**src/rtl/tk_pkg.sv**
```systemverilog
package tk_pkg;
   typedef enum logic [2:0] {
      TK_A_SEC  = 3'd0,
      TK_A_MIN  = 3'd1,
      TK_A_HOUR = 3'd2,
      TK_A_DAY  = 3'd3,
      TK_A_CTRL = 3'd4
   } tk_addr_e;

   localparam int TK_FIELD_W    = 7;
   localparam int TK_MODE_BIT   = 6;
   localparam int TK_PM_BIT     = 5;
   localparam int TK_SM_FIELDS  = 2;
   localparam logic [TK_FIELD_W-1:0] TK_H12_MIDNIGHT = 7'h52;
   localparam logic [TK_FIELD_W-1:0] TK_H24_MIDNIGHT = 7'h00;
endpackage

```
**src/rtl/tk_bcd_field.sv**
```systemverilog
module tk_bcd_field
   import tk_pkg::*;
#(
   parameter logic [TK_FIELD_W-1:0] LOW  = 7'h00,
   parameter logic [TK_FIELD_W-1:0] HIGH = 7'h59,
   parameter logic [TK_FIELD_W-1:0] RST  = 7'h00
) (
   input  logic                  clk,
   input  logic                  rst_n,
   input  logic                  load,
   input  logic [TK_FIELD_W-1:0] load_val,
   input  logic                  inc,
   output logic [TK_FIELD_W-1:0] q,
   output logic                  carry
);
   localparam int UNITS_W = 4;
   localparam int TENS_W  = TK_FIELD_W - UNITS_W;

   if (HIGH[UNITS_W-1:0] > 4'h9) begin : g_bad_high
      $error("tk_bcd_field: HIGH is not a BCD value");
   end
   if (LOW > HIGH) begin : g_bad_range
      $error("tk_bcd_field: LOW above HIGH");
   end

   logic [TK_FIELD_W-1:0] nxt;

   always_comb begin
      if (q == HIGH)
         nxt = LOW;
      else if (q[UNITS_W-1:0] == 4'h9)
         nxt = {q[TK_FIELD_W-1:UNITS_W] + TENS_W'(1), 4'h0};
      else
         nxt = {q[TK_FIELD_W-1:UNITS_W], q[UNITS_W-1:0] + 4'h1};
   end

   assign carry = inc && (q == HIGH);

   always_ff @(posedge clk or negedge rst_n) begin
      if (!rst_n)
         q <= RST;
      else if (load)
         q <= load_val;
      else if (inc)
         q <= nxt;
   end
endmodule

```
**src/rtl/tk_hour_field.sv**
```systemverilog
module tk_hour_field
   import tk_pkg::*;
#(
   parameter bit RESET_12H = 1'b0
) (
   input  logic                  clk,
   input  logic                  rst_n,
   input  logic                  load,
   input  logic [TK_FIELD_W-1:0] load_val,
   input  logic                  inc,
   output logic [TK_FIELD_W-1:0] q,
   output logic                  carry
);
   logic [TK_FIELD_W-1:0] rst_val;
   logic [TK_FIELD_W-1:0] nxt12, nxt24;
   logic                  wrap12, wrap24;
   logic                  is12;

   if (RESET_12H) begin : g_rst12
      assign rst_val = TK_H12_MIDNIGHT;
   end else begin : g_rst24
      assign rst_val = TK_H24_MIDNIGHT;
   end

   assign is12 = q[TK_MODE_BIT];

   // 24-hour: bits 5:4 tens, 3:0 units
   always_comb begin
      wrap24 = (q[5:4] == 2'd2) && (q[3:0] == 4'h3);
      if (wrap24)
         nxt24 = 7'h00;
      else if (q[3:0] == 4'h9)
         nxt24 = {1'b0, q[5:4] + 2'd1, 4'h0};
      else
         nxt24 = {1'b0, q[5:4], q[3:0] + 4'h1};
   end

   // 12-hour: bit 5 PM flag, bit 4 tens, 3:0 units
   always_comb begin
      wrap12 = 1'b0;
      if (q[4] && q[3:0] == 4'h1) begin
         nxt12  = {1'b1, ~q[TK_PM_BIT], 1'b1, 4'h2};
         wrap12 = q[TK_PM_BIT];
      end else if (q[4] && q[3:0] == 4'h2)
         nxt12 = {1'b1, q[TK_PM_BIT], 1'b0, 4'h1};
      else if (q[3:0] == 4'h9)
         nxt12 = {1'b1, q[TK_PM_BIT], 1'b1, 4'h0};
      else
         nxt12 = {1'b1, q[TK_PM_BIT], q[4], q[3:0] + 4'h1};
   end

   assign carry = inc && (is12 ? wrap12 : wrap24);

   always_ff @(posedge clk or negedge rst_n) begin
      if (!rst_n)
         q <= rst_val;
      else if (load)
         q <= load_val;
      else if (inc)
         q <= is12 ? nxt12 : nxt24;
   end
endmodule

```
**src/rtl/tk_wave_gen.sv**
```systemverilog
module tk_wave_gen #(
   parameter bit OE_RESET = 1'b0
) (
   input  logic clk,
   input  logic rst_n,
   input  logic half_tick,
   input  logic ctl_load,
   input  logic ctl_val,
   input  logic hold,
   output logic sq_out,
   output logic sq_oe,
   output logic adv
);
   logic phase_q;
   logic en_q;

   always_ff @(posedge clk or negedge rst_n) begin
      if (!rst_n) begin
         phase_q <= 1'b0;
         en_q    <= OE_RESET;
      end else begin
         if (half_tick) phase_q <= ~phase_q;
         if (ctl_load)  en_q    <= ctl_val;
      end
   end

   assign adv    = half_tick && phase_q && !hold;
   assign sq_out = phase_q;
   assign sq_oe  = en_q;
endmodule

```
**src/rtl/bcd_timekeeper.sv**
```systemverilog
module bcd_timekeeper
   import tk_pkg::*;
#(
   parameter int ADDR_W    = 3,
   parameter int DATA_W    = 8,
   parameter bit RESET_12H = 1'b0
) (
   input  logic              clk,
   input  logic              rst_n,
   input  logic              half_tick,
   input  logic              wr_en,
   input  logic [ADDR_W-1:0] addr,
   input  logic [DATA_W-1:0] wdata,
   output logic [DATA_W-1:0] rdata,
   output logic              sq_out,
   output logic              sq_oe
);
   if (ADDR_W < 3) begin : g_bad_addr
      $error("bcd_timekeeper: ADDR_W must be at least 3");
   end
   if (DATA_W < 8) begin : g_bad_data
      $error("bcd_timekeeper: DATA_W must be at least 8");
   end

   localparam logic [TK_FIELD_W-1:0] SM_HIGH = 7'h59;
   localparam logic [TK_FIELD_W-1:0] DAY_LOW = 7'h01;
   localparam logic [TK_FIELD_W-1:0] DAY_HI  = 7'h07;

   logic                  adv;
   logic [TK_FIELD_W-1:0] sm_q   [TK_SM_FIELDS];
   logic                  sm_cy  [TK_SM_FIELDS];
   logic                  sm_inc [TK_SM_FIELDS];
   logic                  sm_ld  [TK_SM_FIELDS];
   logic [TK_FIELD_W-1:0] sec_q, min_q, hour_q, day_q;
   logic                  hour_cy, day_cy;
   logic                  ld_hour, ld_day, ld_ctrl;
   logic [7:0]            rd8;

   assign ld_hour = wr_en && (addr == ADDR_W'(TK_A_HOUR));
   assign ld_day  = wr_en && (addr == ADDR_W'(TK_A_DAY));
   assign ld_ctrl = wr_en && (addr == ADDR_W'(TK_A_CTRL));

   tk_wave_gen #(.OE_RESET(1'b0)) u_wave (
      .clk      (clk),
      .rst_n    (rst_n),
      .half_tick(half_tick),
      .ctl_load (ld_ctrl),
      .ctl_val  (wdata[0]),
      .hold     (wr_en),
      .sq_out   (sq_out),
      .sq_oe    (sq_oe),
      .adv      (adv)
   );

   for (genvar i = 0; i < TK_SM_FIELDS; i++) begin : g_sm
      assign sm_ld[i]  = wr_en && (addr == ADDR_W'(i));
      if (i == 0) begin : g_first
         assign sm_inc[i] = adv;
      end else begin : g_chain
         assign sm_inc[i] = sm_cy[i-1];
      end
      tk_bcd_field #(.LOW(7'h00), .HIGH(SM_HIGH), .RST(7'h00)) u_fld (
         .clk     (clk),
         .rst_n   (rst_n),
         .load    (sm_ld[i]),
         .load_val(wdata[TK_FIELD_W-1:0]),
         .inc     (sm_inc[i]),
         .q       (sm_q[i]),
         .carry   (sm_cy[i])
      );
   end

   assign sec_q = sm_q[0];
   assign min_q = sm_q[1];

   tk_hour_field #(.RESET_12H(RESET_12H)) u_hour (
      .clk     (clk),
      .rst_n   (rst_n),
      .load    (ld_hour),
      .load_val(wdata[TK_FIELD_W-1:0]),
      .inc     (sm_cy[TK_SM_FIELDS-1]),
      .q       (hour_q),
      .carry   (hour_cy)
   );

   tk_bcd_field #(.LOW(DAY_LOW), .HIGH(DAY_HI), .RST(DAY_LOW)) u_day (
      .clk     (clk),
      .rst_n   (rst_n),
      .load    (ld_day),
      .load_val({4'h0, wdata[2:0]}),
      .inc     (hour_cy),
      .q       (day_q),
      .carry   (day_cy)
   );

   always_comb begin
      rd8 = 8'h00;
      if (addr == ADDR_W'(TK_A_SEC))       rd8 = {1'b0, sec_q};
      else if (addr == ADDR_W'(TK_A_MIN))  rd8 = {1'b0, min_q};
      else if (addr == ADDR_W'(TK_A_HOUR)) rd8 = {1'b0, hour_q};
      else if (addr == ADDR_W'(TK_A_DAY))  rd8 = {5'h00, day_q[2:0]};
      else if (addr == ADDR_W'(TK_A_CTRL)) rd8 = {7'h00, sq_oe};
   end

   assign rdata = DATA_W'(rd8);

   logic unused_day_cy;
   assign unused_day_cy = day_cy;
endmodule

```
**config.mk**
```make
export PLATFORM = sky130hd
export DESIGN_NAME = bcd_timekeeper
export DESIGN_NICKNAME = d
export VERILOG_FILES = /design/src/rtl/tk_pkg.sv /design/src/rtl/tk_bcd_field.sv /design/src/rtl/tk_hour_field.sv /design/src/rtl/tk_wave_gen.sv /design/src/rtl/bcd_timekeeper.sv
export SDC_FILE = /design/constraint.sdc
export NUM_CORES = 1
export LEC_CHECK = 0
export ABC_AREA = 0
export CAP_MARGIN = 15
export CORE_MARGIN = 8
export CORE_UTILIZATION = 45
export CTS_CLUSTER_DIAMETER = 150
export DETAILED_ROUTE_END_ITERATION = 7
export PLACE_DENSITY = 0.66
export SLEW_MARGIN = 10
export SYNTH_ARGS = -nofsm -noshare
export SYNTH_HDL_FRONTEND = slang
export SYNTH_SLANG_ARGS = --single-unit
```
**constraint.sdc**
```tcl
create_clock -name clk -period 5.11 [get_ports clk]
set_clock_uncertainty 0.2 [all_clocks]
set_input_delay 1.022 -clock clk [delete_from_list [all_inputs] [get_ports clk]]
set_output_delay 1.022 -clock clk [all_outputs]
set_load 0.02 [all_outputs]
```
# After elaboration in Yosys (flattened, before gate mapping)
# Index checks and enable logic that the tools add are counted.
dict set report op_classes {
  n_addsub 8
  n_eq_ne 17
  muxes 27
  n_bitwise 2
  n_reduce_logical 28
}
# op n
set ops {}
lappend ops {{two-way mux 7 bit} 20}
lappend ops {{adder 4 x 1 -> 4 bit (second input constant)} 4}
lappend ops {{== test 4 bit (second input constant)} 4}
lappend ops {{== test 7 bit (second input constant)} 2}
lappend ops {{logical AND 1 bit} 13}
lappend ops {{two-way mux 6 bit} 2}
lappend ops {{adder 3 x 1 -> 3 bit (second input constant)} 3}
lappend ops {{nonzero test 3 bit} 3}
lappend ops {{== test 4 x 2 -> 1 bit (second input constant)} 2}
lappend ops {{nonzero test 2 bit} 4}
lappend ops {{== test 7 x 3 -> 1 bit (second input constant)} 1}
lappend ops {{== test 3 x 2 -> 1 bit (second input constant)} 2}
lappend ops {{AND reduction 2 bit} 3}
lappend ops {{AND reduction 3 bit} 2}
lappend ops {{two-way mux 5 bit} 1}
lappend ops {{inequality test 5 bit (second input constant)} 1}
lappend ops {{== test 4 x 1 -> 1 bit (second input constant)} 1}
lappend ops {{nonzero test 4 bit} 1}
lappend ops {{== test 3 x 1 -> 1 bit (second input constant)} 1}
lappend ops {{== test 3 bit (second input constant)} 1}
lappend ops {{logical NOT 3 bit} 1}
lappend ops {{two-way mux 1 bit} 3}
lappend ops {{two-way mux 3 bit} 1}
lappend ops {{inequality test 3 bit (second input constant)} 1}
lappend ops {{other kinds (4)} 5}
dict set report word_totals {
  reg_bits 30
  input_bits 15
  out_inout_bits 10
  elab_cells 93
}

# Depth between registers and ports, before layout
# Gate-level depths: netlist of the first run.
dict set report depth {
  depth_word 7
  mapped_depth 9
  ltp_nobuf 7
}

# Modules after synthesis
# A second synthesis of the first run with hierarchy kept.
dict set report hier_totals {
  hier_cells 274
  area_unflattened_um2 2444.8
}
# module n_inst cells_per_inst area_each_um2 seq_area_each_um2
set modules_own_cells {}
lappend modules_own_cells {{tk_bcd_field (g_sm[0].u_fld ...)} 2 51 473.0 175.2}
lappend modules_own_cells {tk_hour_field 1 69 574.3 175.2}
lappend modules_own_cells {{tk_bcd_field (u_day)} 1 57 521.8 176.4}
lappend modules_own_cells {bcd_timekeeper 1 41 320.3 0.0}
lappend modules_own_cells {tk_wave_gen 1 5 82.6 50.0}

# Least setup slack after synthesis of the first run
# Ideal clock, no wire load.
dict set report synth_path {
  path_kind {in2out}
  start {input addr[0]}
  end {output rdata[0]}
  arrival_ns 2.131
  t_required_ns 3.888
  setup_slack_ns 1.757
  stages 4
  path_buffers 1
  path_cell_list {clkbuf_1 > mux4_2 > inv_1 > o21ai_0}
}
dict set report synth_via {
  elab_chain_len 6
  elab_cells_between_ends 10
}
# element line
set synth_lines {}
lappend synth_lines {{start: declaration} bcd_timekeeper.sv:12} ;# input logic [ADDR_W-1:0] addr,
lappend synth_lines {{== test 3 bit} bcd_timekeeper.sv:102} ;# else if (addr == ADDR_W'(TK_A_CTRL)) rd8 = {7'h00, sq_oe};
lappend synth_lines {{two-way mux 1 bit} bcd_timekeeper.sv:102}
lappend synth_lines {{two-way mux 3 bit} bcd_timekeeper.sv:101} ;# else if (addr == ADDR_W'(TK_A_DAY)) rd8 = {5'h00, day_q[2:0]};
lappend synth_lines {{two-way mux 7 bit} bcd_timekeeper.sv:100} ;# else if (addr == ADDR_W'(TK_A_HOUR)) rd8 = {1'b0, hour_q};
lappend synth_lines {{two-way mux 7 bit} bcd_timekeeper.sv:99} ;# else if (addr == ADDR_W'(TK_A_MIN)) rd8 = {1'b0, min_q};
lappend synth_lines {{two-way mux 7 bit (*)} bcd_timekeeper.sv:98} ;# if (addr == ADDR_W'(TK_A_SEC)) rd8 = {1'b0, sec_q};
lappend synth_lines {{end: declaration} bcd_timekeeper.sv:14} ;# output logic [DATA_W-1:0] rdata,
# Mark *: on every way between the ends. The rest lies on a longest branch, timed or not.

# Worst setup path after layout of the first run
dict set report layout_path {
  start {input addr[1]}
  end {output rdata[3]}
}
dict set report layout_via {
  elab_chain_len 4
  elab_cells_between_ends 6
}
# element line
set layout_lines {}
lappend layout_lines {{== test 3 x 2 -> 1 bit} bcd_timekeeper.sv:100}
lappend layout_lines {{two-way mux 7 bit} bcd_timekeeper.sv:100}
lappend layout_lines {{two-way mux 7 bit} bcd_timekeeper.sv:99}
lappend layout_lines {{two-way mux 7 bit (*)} bcd_timekeeper.sv:98}
# Marked as above.

==> results by group, run 1 <==
Global route
  – Largest net degree at the start of global routing: 31
  – Total gr overflow: 0
  – Initial antenna violation count: 0
  – First-pass GRT wire length: 9.64 mm
  – All-Layer GR Usage: 16.0%
  – Vias in the first global route: 1960

Timing
  – Unrepaired setup endpoints after global routing: false
  – Tmin final: 4340 ps
  – Setup Viol. Count Final: 0
  – Slew at the pin with the worst max-slew slack: 619 ps
  – Final Cycle Share: 84.9%
  – Worst rel slew slack: 58.6%
  – WHS: 313 ps
  – FMAX: 230 MHz
  – Setup WS post-layout: 769 ps
  – Final hold violation count: 0
  – Total Neg Setup Slack: 0 ps
  – Slew Limit Fails: 0

Drt
  – DRT iter0 DRCs: 108
  – Total number of vias: 2000
  – Drt first pass iters: 4
  – Post-DRT Antenna Nets: 0
  – Routed vias/inst: 5.60
  – Routed WL: 5.65 mm
  – DRC errors left: 0
  – WL/cell: 15.8 um

Synth
  – Ys flop type: dfrtp_1
  – Top cells by count, synth: dfrtp_1 (29), nor2_1 (28), nand2_1 (27), o21ai_0 (24), a21oi_1 (18)
  – Cell with the most instances after synthesis: dfrtp_1
  – Synth Net Count: 300
  – Synth area leaders: dfrtp_1 (31%), ha_1 (7.0%), o21ai_0 (5.2%), nor2_1 (4.6%), nand2_1 (4.4%)
  – Cells after Synth: 272
  – Share of the yosys chip area belonging to registers: 32.6%
  – Share of the synthesized area in the top cell type: 31.4%
  – Synth Cell Area: 0.00231 sq mm
  – Mean Syn Cell Area: 8.49 sq um
  – Synthesis warning total: 0
  – Synth Area in XOR/XNOR: 1.52%
  – Yosys top cell by area: dfrtp_1
  – Combinational family with the most area after synthesis: simple AND/OR/NAND/NOR gates
  – Multiplexer share of the synthesized area: 7.91%
  – Adder-cell share of the synthesized area: 7.05%
  – Complex-gate fraction of the synthesized area: 18.6%
  – Flops & latches, synth: 30
  – Yosys cell types: 55
  – Simple-gate share of the synthesized area: 26.4%
  – Number of synthesized flops with an enable pin: 0
  – Fraction of registers with async set or reset after synthesis: 100%

Layout
  – Share of cells above drive strength 1: 6.62%
  – Final Non-Filler Cells: 357
  – Area Growth Syn to Fin: 14.1%
  – Diodes inserted: 0
  – Final nets: 314
  – Cell area after layout: 0.00263 sq mm
  – Final core utilization: 52.2%

Clock tree
  – Num CTS Buffers: 5
  – Num Clock Sinks: 30
  – PostCTS Resize Cnt: 0
  – CTS tree: built
  – Worst-Skew Late Latency: 280 ps
  – Post-CTS Setup Bufs: 0
  – Cts hold-fix bufs: 0
  – CTS Buffer Depth: 2
  – CTS root buf: clkbuf_8
  – CTS H-Tree Depth: 2
  – Worst-path clk slew: 60 ps

Placement
  – Buffers on Ports: 22
  – Pre-CTS setup slack: 747 ps
  – Post-DP Area: 0.00254 sq mm
  – Final HPWL DP: 4.26 mm
  – Routability congestion estimate from global placement: 0.841
  – Placed cells: 349

Worst hold path
  – Worst hold stages: 1
  – Worst min path class: flop to flop
  – Hold Crit Endpoint: u_wave.sq_out
  – Worst hold start: u_wave.sq_out

Die
  – Die Wd: 87.6 um
  – Core ar.: 0.00504 sq mm
  – Rows: 26
  – Die ar.: 0.00768 sq mm
  – Initial Util: 45.8%
  – I/O Pins: 25
  – Die Height: 87.6 um

Setup path
  – Reg-to-reg endpoint: u_day.q[6]
  – RR Startpoint: u_hour.q[4]
  – Crit path DAT: 3120 ps
  – Reg2reg path depth: 7
  – CP max FO: 13
  – CP Capture Type: primary output
  – Crit start category: input pin
  – Type of the worst setup path: input pin to primary output
  – Data required, critical path: 3890 ps
  – R2R Setup Slk: 2550 ps

Run
  – MaxCap Viol Count: 0

Power and ir drop
  – Leakage power: 1.05 nW
  – Peak VDD IR: 0.213 mV
  – PD cells: 331 mW/mm^2
  – Tot Pwr: 871 uW

Status
  – Outcome: finished clean
metal layers:
metal / vias to the layer above / track usage [%] / share of wire, %
li1: 1010 / - / -
met3: 4 / 2.81 / 2.8
met5: - / 0 / 0
met2: 30 / 27.0 / 51
met4: 0 / 4.06 / 0.67
met1: 956 / 20.5 / 46
sequential cells by signal (all words and copies together) (netlist names):
register / flops
u_wave.sq_out: 1
g_sm.u_fld.q: 14
u_day.q: 7
u_wave.sq_oe: 1
u_hour.q: 7
layout by cell type, fill, tap and decap left out, types with 6 or more instances in the layout:
cell and instances:
nor3_1 7, nor2b_1 6, ha_1 13, dfrtp_1 29, nor2_1 28, nand3b_1 6
clkdlybuf4s50_1 22, mux2i_1 10, clkbuf_8 6, o21ai_0 24, a21oi_1 18, nand2_1 27
inv_1 13
worst max-delay path: stages:
cell and delay (ps):
clkdlybuf4s50_1 800, nor2b_1 440, a21oi_1 140, nor2_1 110, clkdlybuf4s50_1 610
area by class of cell:
| class | count | area [sq um] |
|---|---|---|
| fillers | 491 | 2410 |
| multi-input cells | 213 | 1420 |
| flip-flops and latches | 30 | 752 |
| repair buffers | 23 | 228 |
| well taps | 70 | 87.6 |
| clock buffers | 6 | 82.6 |
| inverters | 13 | 48.8 |
| clock inverters | 2 | 12.5 |
cell families after synthesis:
family | Yosys count
buf+inv | 29
fa+ha+maj | 13
simple gates | 113
compound gates | 68
flops | 30
xor+xnor | 4
other cells | 1
mux | 14
worst max-delay path by stage:
stage | slack (ps) | depth (start not counted) | startpoint | end
after detailed placement | 750 | 5 | addr[1] | rdata[3]
after floorplan | 1760 | 4 | addr[0] | rdata[0]
after CTS | 750 | 5 | addr[1] | rdata[3]
after global routing | 590 | 5 | addr[1] | rdata[5]
after global placement | 760 | 4 | addr[1] | rdata[1]
final | 770 | 5 | addr[1] | rdata[3]
power breakdown:
part           leakage, nW  internal, mW  total, mW  switching (mW)
Combinational        0.636         0.141      0.279           0.138
Clock               0.0472         0.108      0.203          0.0948
Sequential           0.370         0.293      0.389          0.0965
Total                 1.05         0.542      0.871           0.329
(Power assumes the default switching activity.)
==> inputs of run 2 (changes only) <==
PLACE_DENSITY = 0.68   (was 0.66)
clock period = 3.7 ns   (was 5.11 ns; I/O delays follow)
==> results by group, run 2 (synthesis gave the netlist of run 1 again) <==
Layout
  – Max reg flops: 14
  – Final core utilization: 53.0%
  – Share of cells above drive strength 1: 8.22%
  – Final nets: 319
  – Area Growth Syn to Fin: 15.7%
  – Commonest cells after routing, fill and taps aside: dfrtp_1 (29), nor2_1 (28), nand2_1 (27)
  – Top reg by flops: g_sm.u_fld.q
  – Diodes inserted: 0
  – Largest registers: g_sm.u_fld.q (14), u_day.q (7), u_hour.q (7)
  – Most common cell after layout, fill and taps aside: dfrtp_1
  – Cell area after layout: 0.00267 sq mm

Power and ir drop
  – PD cells: 455 mW/mm^2
  – Peak VDD IR: 0.310 mV
  – Leakage power: 1.08 nW

Clock tree
  – CTS H-Tree Depth: 2
  – Worst-Skew Late Latency: 280 ps
  – Cts hold-fix bufs: 0
  – Num Clock Sinks: 30
  – CTS root buf: clkbuf_8
  – Worst-path clk slew: 70 ps
  – Num CTS Buffers: 5
  – Post-CTS Setup Bufs: 0
  – CTS tree: built
  – CTS Buffer Depth: 2
  – PostCTS Resize Cnt: 0

Timing
  – Total Neg Setup Slack: 0 ps
  – Slew Limit Fails: 0
  – Setup WS post-layout: 126 ps
  – Unrepaired setup endpoints after global routing: false
  – FMAX: 280 MHz
  – Tmin final: 3570 ps
  – Worst rel slew slack: 59.9%
  – Final Cycle Share: 96.6%
  – Final hold violation count: 0
  – Setup Viol. Count Final: 0
  – Slew at the pin with the worst max-slew slack: 600 ps
  – WHS: 311 ps

Drt
  – Drt first pass iters: 4
  – Routed vias/inst: 5.69
  – WL/cell: 15.9 um
  – DRT iter0 DRCs: 89
  – Post-DRT Antenna Nets: 0
  – DRC errors left: 0
  – Routed WL: 5.77 mm
  – Total number of vias: 2061

Setup path
  – Worst-path cell chain: clkdlybuf4s50_1 -> mux4_1 -> nor2b_1 -> clkdlybuf4s50_1
  – CP max FO: 6
  – Type of the worst setup path: input pin to primary output
  – WP buf/inv: 2
  – CP Capture Type: primary output
  – Largest stage delay, worst path: 620 ps
  – Crit start category: input pin
  – Cell mode on critical path: clkdlybuf4s50_1
  – Slowest CP cell: clkdlybuf4s50_1
  – Data required, critical path: 2760 ps
  – Crit path DAT: 2630 ps
  – CP delay by family, top: buffers and inverters

Global route
  – Total gr overflow: 0
  – Largest net degree at the start of global routing: 31
  – All-Layer GR Usage: 16.0%
  – First-pass GRT wire length: 9.66 mm
  – Initial antenna violation count: 0
  – Vias in the first global route: 2000

Status
  – Outcome: finished clean

Placement
  – Pre-CTS setup slack: 120 ps
  – Routability congestion estimate from global placement: 0.848
  – Post-DP Area: 0.00258 sq mm
  – Buffers on Ports: 22
  – Final HPWL DP: 4.31 mm

Die
  – Rows: 26
  – Die ar.: 0.00768 sq mm
  – Initial Util: 45.8%
  – I/O Pins: 25
  – Core ar.: 0.00504 sq mm
  – Die Wd: 87.6 um
  – Die Height: 87.6 um

Worst hold path
  – Worst min path class: flop to flop

Run
  – MaxCap Viol Count: 0
==> run 2: worst register-to-register path: cells and delay by family, from the launching register on <==
kind / cells / cell delay, ps
AOI/OAI and AO/OA: 2 / 550
adders and majority gates: 1 / 180
buffers and inverters: 1 / 160
DFF: 1 / 490
and+or+nand+nor: 3 / 940
==> run 2: path summary, 6_finish.rpt <==
kind                                     from            endpoint  slack, ps  cells past startpoint
worst max-delay path                  addr[1]            rdata[1]        130                      4
worst min-delay path            u_wave.sq_out       u_wave.sq_out        310                      1
worst max register to register    u_hour.q[4]          u_day.q[6]       1130                      7
worst min register to register  u_wave.sq_out       u_wave.sq_out        310                      1
max in group asynchronous               rst_n          u_day.q[0]       2330                      2
min in group asynchronous               rst_n  g_sm[0].u_fld.q[6]        650                      2
==> run 2: final cells by class <==
| cell class | count | area, sq um |
|---|---|---|
| sequential | 30 | 752 |
| fill | 482 | 2370 |
| clock inverter | 2 | 12.5 |
| clock buffer | 6 | 82.6 |
| inverter | 13 | 48.8 |
| timing repair buffer | 28 | 265 |
| tap | 70 | 87.6 |
| multi-input combinational | 213 | 1420 |
==> run 2: power by group <==
part           total [mW]  switching [mW]  internal (mW)
logic               0.394           0.195          0.199
registers           0.540           0.136          0.404
clock network       0.281           0.132          0.149
==> run 2: per-stage QoR <==
stage / cells / total power [mW]
floorplan: 272 / 0.800
global placement: 354 / 0.925
detailed placement: 354 / 0.937
CTS: 362 / 1.23
global route: 362 / 1.31
finish: 362 / 1.22
==> run 2: metal layers <==
metal / vias up / global-route usage (%) / wire length [um]
li1: 1019 / - / -
met1: 974 / 19.9 / 2640
met2: 61 / 27.1 / 2800
met3: 7 / 3.10 / 252
met4: 0 / 4.84 / 82
met5: - / 0 / 0
